===== config.mk =====
export PLATFORM = sky130hd
export DESIGN_NAME = aux_pwm_pair
export DESIGN_NICKNAME = d
export VERILOG_FILES = /design/src/rtl/aux_pwm_pkg.sv /design/src/rtl/aux_pwm_regs.sv /design/src/rtl/aux_pwm_tick.sv /design/src/rtl/aux_pwm_chan.sv /design/src/rtl/aux_pwm_pair.sv
export SDC_FILE = /design/constraint.sdc
export NUM_CORES = 1
export LEC_CHECK = 0
export BUFFER_PORTS_ARGS = -buffer_cell sky130_fd_sc_hd__buf_2
export CORE_MARGIN = 5
export CORE_UTILIZATION = 50
export DETAILED_ROUTE_END_ITERATION = 10
export GPL_TIMING_DRIVEN = 0
export HOLD_SLACK_MARGIN = 0.08
export PLACE_DENSITY = 0.67
export SLEW_MARGIN = 20
export SYNTH_ARGS = -nofsm -noshare
export SYNTH_HDL_FRONTEND = slang
export SYNTH_SLANG_ARGS = --single-unit

===== constraint.sdc =====
create_clock -name clk -period 3.1 [get_ports clk]
set_clock_uncertainty 0.15 [all_clocks]
set_input_delay 0.465 -clock clk [delete_from_list [all_inputs] [get_ports clk]]
set_output_delay 0.465 -clock clk [all_outputs]
set_load 0.05 [all_outputs]

===== src/rtl/aux_pwm_pkg.sv =====
package aux_pwm_pkg;

    // Write selector codes for the four settings.
    typedef enum logic [1:0] {
        SEL_PER0 = 2'd0,
        SEL_PER1 = 2'd1,
        SEL_ON0  = 2'd2,
        SEL_ON1  = 2'd3
    } aux_sel_e;

endpackage


===== src/rtl/aux_pwm_regs.sv =====
module aux_pwm_regs
    import aux_pwm_pkg::*;
#(
    parameter int DW = 8
) (
    input  logic          clk,
    input  logic          rst_n,
    input  logic          wr_en,
    input  logic [1:0]    wr_sel,
    input  logic [DW-1:0] wr_data,
    input  logic          mode_in,
    output logic [DW-1:0] per0_o,
    output logic [DW-1:0] per1_o,
    output logic [DW-1:0] on0_o,
    output logic [DW-1:0] on1_o,
    output logic          mode_o,
    output logic          restart_o
);

    typedef struct packed {
        logic [DW-1:0] per0;
        logic [DW-1:0] per1;
        logic [DW-1:0] on0;
        logic [DW-1:0] on1;
        logic          mode;
        logic          started;
    } regs_t;

    regs_t st_d, st_q;
    logic  restart_c;

    always_comb begin
        st_d      = st_q;
        // A period write, a mode change or the first clock out of reset
        // begins fresh cycles on both channels.
        restart_c = !st_q.started || (mode_in != st_q.mode) ||
                    (wr_en && ((wr_sel == SEL_PER0) || (wr_sel == SEL_PER1)));
        st_d.started = 1'b1;
        st_d.mode    = mode_in;
        if (wr_en) begin
            unique case (wr_sel)
                SEL_PER0: st_d.per0 = wr_data;
                SEL_PER1: st_d.per1 = wr_data;
                SEL_ON0:  st_d.on0  = wr_data;
                default:  st_d.on1  = wr_data;
            endcase
        end
    end

    always_ff @(posedge clk) begin
        if (!rst_n) st_q <= '0;
        else        st_q <= st_d;
    end

    assign per0_o    = st_q.per0;
    assign per1_o    = st_q.per1;
    assign on0_o     = st_q.on0;
    assign on1_o     = st_q.on1;
    assign mode_o    = st_q.mode;
    assign restart_o = restart_c;

endmodule


===== src/rtl/aux_pwm_tick.sv =====
module aux_pwm_tick (
    input  logic clk,
    input  logic rst_n,
    input  logic clear,
    output logic tick
);

    typedef struct packed {
        logic phase;
    } tick_t;

    tick_t tk_d, tk_q;

    always_comb begin
        tk_d = tk_q;
        if (clear) tk_d.phase = 1'b0;
        else       tk_d.phase = ~tk_q.phase;
    end

    always_ff @(posedge clk) begin
        if (!rst_n) tk_q <= '0;
        else        tk_q <= tk_d;
    end

    // One strobe every second clock; the clock after a clear has none.
    assign tick = tk_q.phase;

endmodule


===== src/rtl/aux_pwm_chan.sv =====
module aux_pwm_chan #(
    parameter int DW = 8
) (
    input  logic          clk,
    input  logic          rst_n,
    input  logic          tick,
    input  logic          restart,
    input  logic          restart_load,
    input  logic          sync,
    input  logic          wrap_load,
    input  logic [DW-1:0] per,
    input  logic [DW-1:0] on,
    output logic [DW-1:0] cnt_o,
    output logic [DW-1:0] act_o,
    output logic          pwm_o
);

    typedef struct packed {
        logic [DW-1:0] cnt;
        logic [DW-1:0] act;
    } chan_t;

    chan_t ch_d, ch_q;

    always_comb begin
        ch_d = ch_q;
        if (restart) begin
            ch_d.cnt = '0;
            ch_d.act = restart_load ? on : '0;
        end else if (tick) begin
            if (sync) begin
                ch_d.cnt = '0;
                ch_d.act = on;
            end else if (ch_q.cnt == per) begin
                ch_d.cnt = '0;
                if (wrap_load) ch_d.act = on;
            end else begin
                ch_d.cnt = ch_q.cnt + 1'b1;
            end
        end
    end

    always_ff @(posedge clk) begin
        if (!rst_n) ch_q <= '0;
        else        ch_q <= ch_d;
    end

    assign cnt_o = ch_q.cnt;
    assign act_o = ch_q.act;
    assign pwm_o = (ch_q.cnt < ch_q.act);

endmodule


===== src/rtl/aux_pwm_pair.sv =====
module aux_pwm_pair #(
    parameter int DW = 8
) (
    input  logic          clk,
    input  logic          rst_n,
    input  logic          wr_en,
    input  logic [1:0]    wr_sel,
    input  logic [DW-1:0] wr_data,
    input  logic          mode_indep,
    output logic          aux0_o,
    output logic          aux1_o
);

    localparam int NCH = 2;

    logic [DW-1:0] per0_q, per1_q, on0_q, on1_q;
    logic          mode_q;
    logic          restart_w;
    logic          tick_w;
    logic [DW-1:0] dly_w;

    logic [DW-1:0] ch_per  [NCH];
    logic [DW-1:0] ch_on   [NCH];
    logic          ch_sync [NCH];
    logic          ch_rld  [NCH];
    logic          ch_wld  [NCH];
    logic [DW-1:0] ch_cnt  [NCH];
    logic [DW-1:0] ch_act  [NCH];
    logic          ch_pwm  [NCH];

    aux_pwm_regs #(.DW(DW)) u_regs (
        .clk       (clk),
        .rst_n     (rst_n),
        .wr_en     (wr_en),
        .wr_sel    (wr_sel),
        .wr_data   (wr_data),
        .mode_in   (mode_indep),
        .per0_o    (per0_q),
        .per1_o    (per1_q),
        .on0_o     (on0_q),
        .on1_o     (on1_q),
        .mode_o    (mode_q),
        .restart_o (restart_w)
    );

    aux_pwm_tick u_tick (
        .clk   (clk),
        .rst_n (rst_n),
        .clear (restart_w),
        .tick  (tick_w)
    );

    // Offset delay, clamped to the shared period.
    assign dly_w = (per1_q < per0_q) ? per1_q : per0_q;

    always_comb begin
        ch_per[0]  = per0_q;
        ch_on[0]   = on0_q;
        ch_sync[0] = 1'b0;
        ch_rld[0]  = 1'b1;
        ch_wld[0]  = 1'b1;
        ch_per[1]  = mode_indep ? per1_q : per0_q;
        ch_on[1]   = on1_q;
        ch_sync[1] = !mode_indep && (ch_cnt[0] == dly_w);
        ch_rld[1]  = mode_indep;
        ch_wld[1]  = mode_indep;
    end

    for (genvar g = 0; g < NCH; g++) begin : g_ch
        aux_pwm_chan #(.DW(DW)) u_chan (
            .clk          (clk),
            .rst_n        (rst_n),
            .tick         (tick_w),
            .restart      (restart_w),
            .restart_load (ch_rld[g]),
            .sync         (ch_sync[g]),
            .wrap_load    (ch_wld[g]),
            .per          (ch_per[g]),
            .on           (ch_on[g]),
            .cnt_o        (ch_cnt[g]),
            .act_o        (ch_act[g]),
            .pwm_o        (ch_pwm[g])
        );
    end

    assign aux0_o = ch_pwm[0];
    assign aux1_o = ch_pwm[1];

endmodule


# [Yosys cells after proc, flatten, opt, wreduce, memory -nomap -nowiden]
# Index checks and enable logic that the tools add are counted.
[classes] n_addsub=2 n_lt_le_gt_ge=3 eq_ne=6 mux=14 n_bitwise=3 n_reduce_logical=20
[ops] cell="two-way mux 8 bit" n=12
[ops] cell="== test 8 bit" n=3
[ops] cell="less-than comparator 8 bit" n=3
[ops] cell="adder 8 x 1 -> 8 bit (second input constant)" n=2
[ops] cell="two-way mux 16 bit" n=1
[ops] cell="AND reduction 2 bit" n=5
[ops] cell="nonzero test 3 bit" n=2
[ops] cell="nonzero test 2 bit" n=2
[ops] cell="logical OR 1 bit" n=3
[ops] cell="NOT 1 bit" n=3
[ops] cell="AND reduction 3 bit" n=1
[ops] cell="OR reduction 3 bit" n=1
[ops] cell="== test 2 x 1 -> 1 bit (second input constant)" n=1
[ops] cell="== test 2 bit (second input constant)" n=1
[ops] cell="logical AND 1 bit" n=2
[ops] cell="zero test 1 bit" n=2
[ops] cell="zero test 2 bit" n=1
[ops] cell="OR reduction 2 bit" n=1
[ops] cell="two-way mux 1 bit" n=1
[ops] cell="!= test 1 bit" n=1
[totals] register_bits=67 inputBits=14 out_inout_bits=2 elab_cells=59

# [Longest topological paths before layout]
# Gate-level depths: netlist of run 1.
[depth] depth_word=7 depth_mapped=9

# [By module]
# From an unflattened synthesis of run 1, not the netlist that was laid out.
[hier_totals] cells_unflattened=422 area_unflattened_um2=3822.4
[by_module_without_submodules] mod="aux_pwm_chan" n_inst=2 cells_each=97 area_each_um2=909.6
[by_module_without_submodules] mod="aux_pwm_regs" n_inst=1 cells_each=154 area_each_um2=1488.9
[by_module_without_submodules] mod="aux_pwm_pair" n_inst=1 cells_each=72 area_each_um2=481.7
[by_module_without_submodules] mod="aux_pwm_tick" n_inst=1 cells_each=2 area_each_um2=32.5

# [Worst setup path before layout of run 1]
# No wires, ideal clock.
[synth_timing] path_type="reg2out" from="register g_ch[0].u_chan.ch_q (netlist bit g_ch[0].u_chan.cnt_o[0])" to="output aux0_o" arrival_ps=1827 required_ps=2485 setup_slack_ps=658 stages_incl_launch_ff=9 path_cell_list="dfxtp_1 > clkbuf_1 > nand2b_1 > a21o_1 > a21o_1 > a21o_1 > a21o_1 > a21oi_1 > o21a_1"
[synth_via] elab_chain_len=1
[synth_rtl] item="start, declared" line_no="aux_pwm_chan.sv:23" source="chan_t ch_d, ch_q;"
[synth_rtl] item="start signal, assigned" line_no="aux_pwm_chan.sv:45" source="else ch_q <= ch_d;"
[synth_rtl] item="less-than comparator 8 bit" line_no="aux_pwm_chan.sv:50" source="assign pwm_o = (ch_q.cnt < ch_q.act);"
[synth_rtl] item="end, declared" line_no="aux_pwm_pair.sv:10" source="output logic aux0_o,"
# No other way between the ends.

# [Worst setup path in the final report of run 1]
# Ends and elaborated chain as after synthesis.

==> impl_metrics.toml, run 1 <==
[run_status]
outcome = "finished, final reports clean"

[power_and_ir_drop]
cellLeakagePower_nw = 1.606
ir_drop_uv = 333.7
power_density_nw_per_um2 = 448.7

[routing]
vias = 2591
wl_per_cell_um = 15.16
firstDrtPassIters = 4
drc_errors = 0
drt_iter0_markers = 82
vias_per_cell = 5.213
detail_route.wirelength_um = 7537
postRouteAntennaNets = 0

[floorplanning]
initial_core_util_pct = 50.47
fp.dieArea_um2 = 9002
die-height_um = 94.88
die_x_um = 94.88
core_region_area_um2 = 7137
ioPinCount = 16
placement_rows = 31

[job]
drv_cap = 0

[synthesis]
synth.cell_area_um2 = 3602
avgSynthCellArea_um2 = 9.789
number_of_enable_flip_flop_cells_after_synthesis = 0
synth.net_count = 405
synth_top_cell_area_share_pct = 37.24
post_synth_inst_count = 368
ys_seq_elements = 67
yosysSeqAreaShare_pct = 37.24
share_of_async_settable_or_async_resettable_flops_after_synthesis_pct = 0
netlist_top_cells_area = "sky130_fd_sc_hd__dfxtp_1 37%, sky130_fd_sc_hd__mux2i_1 14%, sky130_fd_sc_hd__ha_1 8.0%"
synth_top_flop_cell = "sky130_fd_sc_hd__dfxtp_1"
synth.distinct_cells = 42
ys_warn_count = 0
yosys.area.top_type = "sky130_fd_sc_hd__dfxtp_1"

[clock_tree]
ctsResizeCount = 0
post_cts_hold_buffer_count = 0
worstSkewPairLatency_ps = 350
cts.sinks = 67
cts_tree = "yes"
numCtsBuffers = 9
root_buffer = "sky130_fd_sc_hd__clkbuf_8"
htree_num_levels = 3
clk_path_buf_depth = 2
post_cts.repair.setup_buffers = 0
worst_setup_hold_path_clk_slew_ps = 70

[setup_path]
critPathMaxFanout = 7
worstPathArrival_ps = 2260
reg2reg_to = "g_ch[1].u_chan.act_o[4]$_SDFFE_PN0P_"
setup.worst_path.class = "flip-flop to output pin"
timing.reg2reg.setup_slack_ps = 340
launching_point_of_the_worst_reg2reg_path = "u_regs.per0_o[5]$_SDFFE_PN0P_"
critPathLaunchType = "flip-flop"
critPathCaptureType = "output pin"
r2r.worst_path.cells = 8
crit_required_ps = 2480

[final_layout]
mostFrequentLayoutCell = "sky130_fd_sc_hd__dfxtp_1"
num-fill-cells = 669
antenna_diode_count = 0
syn2layout_area_growth_pct = 10.32
layout.nets = 430
most-common-layout-cells = "67 x sky130_fd_sc_hd__dfxtp_1, 51 x sky130_fd_sc_hd__mux2i_1, 40 x sky130_fd_sc_hd__nor2b_1"
drive_above_1_share_pct = 11.81

[sta]
number_of_endpoints_with_negative_hold_slack_in_the_final_report = 0
timing_worst_slew_pin_value_ps = 892.5
min_period_ps = 2872
timing.slew.headroom_pct = 40.28
maxClockFrequency_ghz = 0.3482
grt_setup_unrepaired = "false"
finalMaxSlewViolations = 0
final_min_period_over_clock_period_pct = 92.63
final-setup-viol-count = 0
setup_tns_ps = 0
final.setup.worst_slack_ps = 228.3

[global_routing]
grt_use_total_pct = 19.08
grt_max_degree = 13
number_of_global_route_vias_before_repair = 2615
grt_pass1_wl_um = 12950
grt_antenna_before_repair = 0
global_route.overflow_total = 0

[placement]
detailedPlacementHpwl_um = 5839
buffer_ports.inserted = 14
post-place-ws_ps = 351.1
gp_congestion = 0.8466

[worst_hold_path]
min_from = "rst_n"
whs_endpoint = "u_regs.st_q[0]$_DFF_P_"
whs_path_depth = 1
hold_path_class = "input port to flip-flop"
report_power, final:
group	internal, mW	switching (mW)	total (mW)
Clock	0.311	0.351	0.663
Sequential	0.880	0.0193	0.899
Combinational	0.0999	0.121	0.221
per-layer routing:
metal	track usage (%)	up-vias	wire [um]
met5	0	-	0
li1	-	1319	-
met4	6.851	0	137
met2	30.12	36	3415
met1	25.53	1222	3711
met3	4.303	14	272
critical path, stage by stage (launching register included):
cell and delay (ps):
sky130_fd_sc_hd__dfxtp_1 310, sky130_fd_sc_hd__clkbuf_1 210, sky130_fd_sc_hd__nand2b_1 200, sky130_fd_sc_hd__a21o_1 170
sky130_fd_sc_hd__a21o_1 170, sky130_fd_sc_hd__a21o_1 170, sky130_fd_sc_hd__a21o_1 160, sky130_fd_sc_hd__a21oi_1 130
sky130_fd_sc_hd__o21a_1 130, sky130_fd_sc_hd__buf_2 250
metrics by stage:
stage	hold WS (ps)	utilization, %	instance area, um^2	std cells	power (mW)
detailed placement	310.3	53.19	3796	481	1.142
CTS	178.0	55.68	3974	497	1.798
floorplan	292.2	-	3602	368	1.085
global placement	306.9	53.19	3796	481	1.137
finish	186.2	55.68	3974	497	1.783
global route	182.6	55.68	3974	497	1.858
cell families (layout without fill, tap and decap cells):
family	count (synthesis)	count (layout)	synth area share, %
simple gates	110	110	16.85
flops	67	67	37.24
mux	51	51	14.17
compound gates	49	49	12.09
buf+inv	37	67	4.133
xor+xnor	31	31	7.537
fa+ha+maj	23	23	7.989
area by class of cell:
type | count | area (um^2) | area share, %
multi-input cells | 264 | 2112 | 53.15
flip-flops and latches | 67 | 1341 | 33.75
clock buffers | 10 | 137.6 | 3.463
clock inverters | 6 | 40.04 | 1.008
repair buffers | 14 | 70.07 | 1.763
plain buffers | 12 | 55.05 | 1.385
well taps | 99 | 123.9 | 3.117
inverters | 25 | 93.84 | 2.361
flip-flops by register name, summed over array words and instances (netlist names):
signal and count:
g_ch.u_chan.cnt_o 16, u_regs.on0_o 8, u_tick.tick 1, u_regs.per1_o 8
u_regs.mode_o 1, u_regs.st_q 1, u_regs.per0_o 8, u_regs.on1_o 8
g_ch.u_chan.act_o 16
cell usage after synthesis, drive strengths merged (2+ instances only):
| cell | instances |
|---|---|
| a2111oi | 2 |
| a211oi | 4 |
| a21o | 12 |
| a21oi | 7 |
| a22o | 8 |
| and2 | 2 |
| and3 | 4 |
| buf | 4 |
| clkbuf | 8 |
| dfxtp | 67 |
| ha | 23 |
| inv | 25 |
| mux2i | 51 |
| nand2 | 23 |
| nand2b | 4 |
| nand3 | 7 |
| nand3b | 3 |
| nand4 | 5 |
| nor2 | 14 |
| nor2b | 40 |
| nor3 | 2 |
| nor4 | 4 |
| o21a | 4 |
| o21ai | 5 |
| or3 | 2 |
| xnor2 | 26 |
| xor2 | 5 |
worst max path at each step:
stage / startpoint / to / slack [ps] / depth (start not counted)
finish: g_ch[0].u_chan.cnt_o[0]$_SDFFE_PP0P_ / aux0_o / 230 / 9
global placement: u_regs.per0_o[5]$_SDFFE_PN0P_ / g_ch[1].u_chan.act_o[5]$_SDFFE_PN0P_ / 430 / 8
detailed placement: u_regs.per0_o[5]$_SDFFE_PN0P_ / g_ch[1].u_chan.act_o[4]$_SDFFE_PN0P_ / 350 / 8
CTS: g_ch[0].u_chan.cnt_o[0]$_SDFFE_PP0P_ / aux0_o / 200 / 9
global route: g_ch[0].u_chan.cnt_o[0]$_SDFFE_PP0P_ / aux0_o / 70 / 9
floorplan: g_ch[0].u_chan.cnt_o[0]$_SDFFE_PP0P_ / aux0_o / 660 / 8
No activity file was read; power rests on OpenSTA's default activity.
==> inputs of run 2 (changes only) <==
Settings changed: CORE_UTILIZATION 50 to 61, CTS_CLUSTER_DIAMETER set to 120, PLACE_DENSITY 0.67 to 0.79.
==> run 2 against run 1 <==
Compared with the run above:
- setup slack got worse by 27 ps
- cell count fell by 5.0%
- design area rose by 1.4%
- largest power group is now clock
- core utilization rose by 14 points
- count of clock-buffer cells in the layout fell by 1
- highest routed layer unchanged
- critical endpoint unchanged
==> impl_metrics.toml, run 2 (same netlist as run 1, synthesis figures left out) <==
[setup_path]
timing.critical_path.slowest_stage_cell = "sky130_fd_sc_hd__dfxtp_1"
critPathCaptureType = "output pin"
setup.worst_path.class = "flip-flop to output pin"
critical_path.max_stage_delay_ps = 320
path_cells = "clkbuf_1 > nand2b_1 > a21o_1 > a21o_1 > a21o_1 > a21o_1 > a21oi_1 > o21a_1 > buf_2"
worstPathArrival_ps = 2280
critPathMaxFanout = 7
crit_path_start = "g_ch[0].u_chan.cnt_o[0]$_SDFFE_PP0P_"
crit_required_ps = 2480
launching_point_of_the_worst_reg2reg_path = "u_regs.per0_o[5]$_SDFFE_PN0P_"
timing.reg2reg.setup_slack_ps = 390
cp_common_cell = "sky130_fd_sc_hd__a21o_1"
critical_path_buf_inv_count = 2
critPathLaunchType = "flip-flop"
path_delay_family = "compound AO/OA/AOI/OAI gates"

[final_layout]
drive_above_1_share_pct = 11.59
layout.nets = 430
syn2layout_area_growth_pct = 11.81
mostFrequentLayoutCell = "sky130_fd_sc_hd__dfxtp_1"
layout.core_utilization_pct = 69.26
antenna_diode_count = 0
most-common-layout-cells = "67 x sky130_fd_sc_hd__dfxtp_1, 51 x sky130_fd_sc_hd__mux2i_1, 40 x sky130_fd_sc_hd__nor2b_1"
num-fill-cells = 462
layout.cell_area.non_filler_um2 = 4028

[routing]
vias_per_cell = 5.538
vias = 2614
drc_errors = 0
firstDrtPassIters = 4
postRouteAntennaNets = 0
drt_iter0_markers = 137
wl_per_cell_um = 16.02
detail_route.wirelength_um = 7561

[clock_tree]
htree_num_levels = 3
worstSkewPairLatency_ps = 340
cts_tree = "yes"
ctsResizeCount = 0
worst_setup_hold_path_clk_slew_ps = 70
clk_path_buf_depth = 2
post_cts_hold_buffer_count = 0
numCtsBuffers = 9
cts.sinks = 67
root_buffer = "sky130_fd_sc_hd__clkbuf_8"
post_cts.repair.setup_buffers = 0

[power_and_ir_drop]
power_mw = 2.089
ir_drop_uv = 512.0
cellLeakagePower_nw = 1.644
power_density_nw_per_um2 = 518.6

[sta]
number_of_endpoints_with_negative_hold_slack_in_the_final_report = 0
setup_tns_ps = 0
grt_setup_unrepaired = "false"
timing.slew.headroom_pct = 38.34
finalMaxSlewViolations = 0
final.setup.worst_slack_ps = 201.6
final-setup-viol-count = 0
min_period_ps = 2898
maxClockFrequency_ghz = 0.3450
timing_worst_slew_pin_value_ps = 921.5
final_min_period_over_clock_period_pct = 93.50

[floorplanning]
fp.dieArea_um2 = 7542
die-height_um = 86.85
core_region_area_um2 = 5816
ioPinCount = 16
die_x_um = 86.85
placement_rows = 28
initial_core_util_pct = 61.94

[placement]
post_dp_cell_area_um2 = 3766
buffer_ports.inserted = 14
post-place-ws_ps = 435.7
detailedPlacementHpwl_um = 5528
gp_congestion = 0.8633

[worst_hold_path]
min_from = "rst_n"
hold_path_class = "input port to flip-flop"

[global_routing]
number_of_global_route_vias_before_repair = 2676
grt_use_total_pct = 22.76
grt_max_degree = 13
grt_antenna_before_repair = 0
global_route.overflow_total = 0
grt_pass1_wl_um = 13220

[run_status]
outcome = "finished, final reports clean"

[job]
drv_cap = 0
-- run 2: path summary, 6_finish.rpt --
check | to | cells past startpoint
max | aux0_o | 9
min | u_regs.st_q[0]$_DFF_P_ | 1
max reg2reg | g_ch[1].u_chan.act_o[1]$_SDFFE_PN0P_ | 8
min reg2reg | g_ch[1].u_chan.act_o[3]$_SDFFE_PN0P_ | 1
-- run 2: per-stage QoR --
| stage | hold slack, ps | cells |
|---|---|---|
| final | 203.3 | 472 |
| after global routing | 189.2 | 472 |
| after CTS | 193.6 | 472 |
| after detailed placement | 314.4 | 457 |
| after global placement | 311.7 | 457 |
| after floorplan | 292.2 | 368 |
-- run 2: final cells by class --
class	count	area [um^2]	area share (%)
Buffer	12	55.05	1.367
Inverter	25	93.84	2.330
Sequential cell	67	1341	33.30
Tap cell	75	93.84	2.330
Clock buffer	9	123.9	3.075
Timing Repair Buffer	14	70.07	1.740
Multi-Input combinational cell	264	2112	52.44
Clock inverter	6	137.6	3.417
-- run 2: where the power goes --
part	switching, mW	total (mW)	internal (mW)
combinational	0.122	0.222	0.0999
sequential	0.0195	0.900	0.880
clock	0.351	0.967	0.616
total	0.493	2.09	1.60
-- run 2: routing by layer --
metal | vias up | share of wire [%] | track usage (%)
met5 | - | 0 | 0
met4 | 0 | 1.4 | 9.632
met3 | 10 | 5.4 | 5.418
met2 | 57 | 47 | 34.92
met1 | 1226 | 46 | 30.50
li1 | 1321 | - | -
